===== src/rtl/cpg_pkg.sv =====
package cpg_pkg;
    localparam int CPG_DATA_W  = 32;
    localparam int CPG_NUM_CP  = 14;
    localparam int CPG_CP_W    = 4;
    localparam int CPG_CP_LSB  = 8;

    typedef enum logic {
        SEL_PERM   = 1'b0,
        SEL_ENABLE = 1'b1
    } reg_sel_e;

    typedef struct packed {
        logic [CPG_DATA_W-1:0] perm;
        logic [CPG_NUM_CP-1:0] enable;
    } cpg_state_t;
endpackage


===== src/rtl/cpg_regs.sv =====
module cpg_regs
    import cpg_pkg::*;
#(
    parameter logic [CPG_DATA_W-1:0] FP_MASK = 32'h00F0_0000
) (
    input  logic                  clk,
    input  logic                  rst_n,
    input  logic                  fp_present,
    input  logic                  wr_en,
    input  logic                  sel,
    input  logic [CPG_DATA_W-1:0] wr_data,
    output logic [CPG_DATA_W-1:0] perm_q,
    output logic [CPG_NUM_CP-1:0] enable_q,
    output logic [CPG_DATA_W-1:0] rd_data
);
    cpg_state_t state_d, state_q;
    logic [CPG_DATA_W-1:0] wmask;

    always_comb begin
        wmask   = fp_present ? FP_MASK : '0;
        state_d = state_q;
        if (wr_en) begin
            if (reg_sel_e'(sel) == SEL_PERM) begin
                state_d.perm = wr_data & wmask;
            end else begin
                state_d.enable = wr_data[CPG_NUM_CP-1:0];
            end
        end
    end

    always_ff @(posedge clk) begin
        if (!rst_n) begin
            state_q <= '0;
        end else begin
            state_q <= state_d;
        end
    end

    assign perm_q   = state_q.perm;
    assign enable_q = state_q.enable;

    always_comb begin
        if (reg_sel_e'(sel) == SEL_PERM) begin
            rd_data = state_q.perm;
        end else begin
            rd_data = {{(CPG_DATA_W-CPG_NUM_CP){1'b0}}, state_q.enable};
        end
    end
endmodule


===== src/rtl/cpg_decide.sv =====
module cpg_decide
    import cpg_pkg::*;
(
    input  logic [CPG_CP_W-1:0]   cp_num,
    input  logic                  priv,
    input  logic                  bit_scheme,
    input  logic [CPG_DATA_W-1:0] perm_q,
    input  logic [CPG_NUM_CP-1:0] enable_q,
    output logic                  pass,
    output logic                  rsvd
);
    logic [CPG_NUM_CP-1:0] fld_pass;
    logic [CPG_NUM_CP-1:0] fld_rsvd;

    for (genvar g = 0; g < CPG_NUM_CP; g++) begin : g_field
        logic [1:0] fld;
        assign fld         = perm_q[2*g +: 2];
        assign fld_pass[g] = (fld == 2'b11) || ((fld == 2'b01) && priv);
        assign fld_rsvd[g] = (fld == 2'b10);
    end

    if (2*CPG_NUM_CP < CPG_DATA_W) begin : g_unused
        logic unused_hi;
        assign unused_hi = ^perm_q[CPG_DATA_W-1:2*CPG_NUM_CP];
    end

    logic checked;
    assign checked = (int'(cp_num) < CPG_NUM_CP);

    always_comb begin
        pass = 1'b1;
        rsvd = 1'b0;
        if (checked) begin
            if (bit_scheme) begin
                pass = enable_q[cp_num];
            end else begin
                pass = fld_pass[cp_num];
                rsvd = fld_rsvd[cp_num];
            end
        end
    end
endmodule


===== src/rtl/cp_access_gate.sv =====
module cp_access_gate
    import cpg_pkg::*;
#(
    parameter logic [CPG_DATA_W-1:0] FP_MASK = 32'h00F0_0000
) (
    input  logic                  clk,
    input  logic                  rst_n,
    input  logic                  cfg_fp_present,
    input  logic                  cfg_bit_scheme,
    input  logic                  reg_wr_en,
    input  logic                  reg_sel,
    input  logic [CPG_DATA_W-1:0] reg_wr_data,
    output logic [CPG_DATA_W-1:0] reg_rd_data,
    input  logic                  insn_valid,
    input  logic [CPG_DATA_W-1:0] insn_word,
    input  logic                  priv_mode,
    output logic                  allow,
    output logic                  trap,
    output logic                  rsvd_pulse
);
    logic [CPG_DATA_W-1:0] perm_q;
    logic [CPG_NUM_CP-1:0] enable_q;
    logic [CPG_CP_W-1:0]   cp_num;
    logic                  pass, rsvd;
    logic                  unused_insn;

    assign cp_num      = insn_word[CPG_CP_LSB +: CPG_CP_W];
    assign unused_insn = ^{insn_word[CPG_DATA_W-1:CPG_CP_LSB+CPG_CP_W],
                           insn_word[CPG_CP_LSB-1:0]};

    cpg_regs #(.FP_MASK(FP_MASK)) u_regs (
        .clk        (clk),
        .rst_n      (rst_n),
        .fp_present (cfg_fp_present),
        .wr_en      (reg_wr_en),
        .sel        (reg_sel),
        .wr_data    (reg_wr_data),
        .perm_q     (perm_q),
        .enable_q   (enable_q),
        .rd_data    (reg_rd_data)
    );

    cpg_decide u_decide (
        .cp_num     (cp_num),
        .priv       (priv_mode),
        .bit_scheme (cfg_bit_scheme),
        .perm_q     (perm_q),
        .enable_q   (enable_q),
        .pass       (pass),
        .rsvd       (rsvd)
    );

    assign allow      = insn_valid &&  pass;
    assign trap       = insn_valid && !pass;
    assign rsvd_pulse = insn_valid &&  rsvd;
endmodule


===== config.mk =====
export PLATFORM = sky130hd
export DESIGN_NAME = cp_access_gate
export DESIGN_NICKNAME = d
export VERILOG_FILES = /design/src/rtl/cpg_pkg.sv /design/src/rtl/cpg_regs.sv /design/src/rtl/cpg_decide.sv /design/src/rtl/cp_access_gate.sv
export SDC_FILE = /design/constraint.sdc
export NUM_CORES = 1
export LEC_CHECK = 0
export BUFFER_PORTS_ARGS = -buffer_cell sky130_fd_sc_hd__buf_4
export CELL_PAD_IN_SITES_DETAIL_PLACEMENT = 1
export CELL_PAD_IN_SITES_GLOBAL_PLACEMENT = 2
export CORE_MARGIN = 5
export CORE_UTILIZATION = 17
export DETAILED_ROUTE_END_ITERATION = 8
export GPL_ROUTABILITY_DRIVEN = 0
export PLACE_DENSITY_LB_ADDON = 0.1
export SLEW_MARGIN = 5
export SYNTH_ARGS = -nofsm -noshare
export SYNTH_HDL_FRONTEND = slang
export SYNTH_SLANG_ARGS = --single-unit

===== constraint.sdc =====
create_clock -name clk -period 2.1 [get_ports clk]
set_input_delay 0.42 -clock clk [delete_from_list [all_inputs] [get_ports clk]]
set_output_delay 0.42 -clock clk [all_outputs]
set_load 0.005 [all_outputs]

==> impl_metrics.json <==
{
  "status": "complete, no violations",
  "synth_top_area_cell": "dfxtp_1",
  "area_growth_syn_to_layout_pct": 43.6,
  "syn-instance-count": 145,
  "first_iter_violations": 18,
  "slew_headroom_pct": 62.3,
  "path_delay_family": "multiplexers",
  "arrival_ps": 1610,
  "worstPathRequired_ps": 1680,
  "finalMaxSlewViolations": 0,
  "worstHoldPathCells": 3,
  "grt.total_usage_pct": 9.16,
  "grt_pass1_vias": 1217,
  "yosys_warnings": 0,
  "avgSynthCellArea_um2": 7.81,
  "cp.depth": 5,
  "endpoint_kind": "primary output",
  "period_share_pct": 96.8,
  "ys_top_cells_by_area": "dfxtp_1 (32%), a21boi_0 (12%), nand2_1 (11%)",
  "cp_cell_sequence": "mux4_2, nand2b_1, and3_4, o31a_1, buf_4",
  "num_io_pins": 107,
  "top_layer": "met4",
  "ys_types": 29,
  "core_area_um2": 6420,
  "wl_per_cell_um": 14.2,
  "hold_path_class": "primary input to register",
  "met3_length_um": 336,
  "first_pass_iters": 2,
  "crit_slowest_cell": "mux4_2",
  "path_clk_slew_ps": 70,
  "drc": 0,
  "dp_cells": 267,
  "worstMarginPinSlew_ps": 565,
  "antenna_found_initial": 0,
  "min_from": "reg_wr_data[8]",
  "stdcell_count": 271,
  "num_rows": 29,
  "r2r-start": "u_regs.perm_q[20]",
  "drive_above_1_share_pct": 34.5,
  "antennaDiodeCount": 0,
  "start_util_pct": 17.6,
  "max-cap-violations": 0,
  "clock_skew_ps": 0,
  "met2_length_mm": 1.87,
  "cts_root_buf": "clkbuf_8",
  "vias": 1097,
  "ctsHoldBuffers": 0,
  "drt-vias-per-instance": 4.05,
  "timing.hold.ws_ps": 420,
  "globalRouteOverflowTotal": 0,
  "hold_viol": 0,
  "final_common_cell": "buf_4",
  "fin_nets": 268,
  "max_stage_delay_ps": 490,
  "critPathLaunchType": "register",
  "grt_first_pass_wirelength_mm": 6.22,
  "post-dp-hpwl_mm": 2.99,
  "numCtsBuffers": 3,
  "numClockSinks": 18,
  "wirelength_mm": 3.84,
  "syn_area_um2": 1130,
  "htreeDepth": 1,
  "yosys.area.top_type_share_pct": 31.8,
  "setup.worst_path.start": "u_regs.enable_q[7]",
  "clock_latency_ps": 250,
  "rsz0062_at_grt": "false",
  "peakVddDrop_mv": 0.211,
  "min_period_ps": 2030,
  "ant_nets": 0,
  "setup_viol": 0,
  "dieWidth_um": 91.6,
  "yosysSeqAreaShare_pct": 31.8,
  "drt-met1-wl_mm": 1.61,
  "cts_max_path_buffers": 2,
  "fin_setup_tns_ps": 0,
  "multi_input_area_um2": 701,
  "cts_tree": "built",
  "r2r_cells": 3,
  "portBuffers": 50,
  "fmax_mhz": 492,
  "path_buf_inv": 1,
  "seq_area_um2": 364,
  "ys_seq_elements": 18,
  "power_density_nw_per_um2": 479,
  "grt_max_degree": 23,
  "cp_max_fo": 3,
  "die_area_um2": 8390,
  "leakage_nw": 0.700,
  "layout_common_cells": "buf_4 (53), nand2_1 (34), a21boi_0 (18)",
  "fp.dieH_um": 91.6,
  "fillers": 787,
  "critPathKind": "register to primary output"
}
## path summary, 6_finish.rpt
check | to | slack (ps)
worst max register to register | u_regs.perm_q[20] | 1430
worst min register to register | u_regs.perm_q[21] | 480
worst min-delay path | u_regs.enable_q[8] | 420
worst max-delay path | trap | 70
## layer usage
metal  track usage (%)  vias to the layer above
li1                  -                      550
met1              11.0                      508
met2              15.8                       37
met3              3.60                        2
met4              1.13                        0
met5                 0                        -
## flip-flops by register name, summed over array words and instances, names as in the netlist
name             flops
u_regs.enable_q     14
u_regs.perm_q        4
## cells in the mapped netlist (all sizes together)
| library cell | count |
|---|---|
| o31a | 1 |
| nand2 | 34 |
| nor2 | 6 |
| mux2 | 1 |
| nand3b | 2 |
| inv | 3 |
| mux2i | 4 |
| nor4b | 1 |
| o21ai | 1 |
| nor2b | 3 |
| a31oi | 2 |
| mux4 | 1 |
| nand3 | 4 |
| and2 | 15 |
| and3 | 1 |
| a41oi | 1 |
| clkbuf | 6 |
| nand4 | 2 |
| nor3b | 1 |
| nand2b | 2 |
| o311ai | 1 |
| a21boi | 18 |
| buf | 15 |
| o211ai | 1 |
| dfxtp | 18 |
| conb | 1 |
## logic make-up (layout without fill, tap and decap cells)
kind of cell,Yosys count,count (layout),synth area share [%]
flops,18,18,31.8
other cells,1,14,0.331
mux,6,6,6.52
compound gates,25,25,16.5
simple gates,71,71,31.5
buf+inv,24,60,13.4
## final cells by class
class,count,share of cell area [%]
Sequential cell,18,22.4
Tap cell,77,5.92
Inverter,3,0.692
Clock buffer,3,2.54
Timing Repair Buffer,54,25.4
Multi-Input combinational cell,116,43.1
## report_power, final
part / internal [mW] / switching (mW)
logic: 0.0891 / 0.0806
registers: 0.356 / 0.0101
clock network: 0.127 / 0.116
total: 0.573 / 0.207
## metrics by stage
stage	cell area, um2	setup WS (ps)	power [mW]	util (%)
final	1630	66.2	0.780	25.3
after global routing	1630	1.50	0.831	25.3
after global placement	1540	12.3	0.535	23.9
after floorplan	1180	261	0.465	-
after detailed placement	1540	23.3	0.538	23.9
after CTS	1580	7.73	0.797	24.5
## timing repair
| item | 4_1_cts | 5_1_grt |
|---|---|---|
| setup buffers | 0 | 1 |
| resized for setup | 1 | 9 |
| pin swaps | 0 | 3 |
| gates cloned | 0 | 0 |
| setup endpoints to repair | 2 | 2 |
## worst register-to-register path: cells and delay by family, from the launching register on
family | cells | cell delay [ps]
simple gates | 1 | 40
flops | 1 | 330
compound gates | 1 | 130
buf+inv | 1 | 100
No activity file was read; power rests on OpenSTA's default activity.
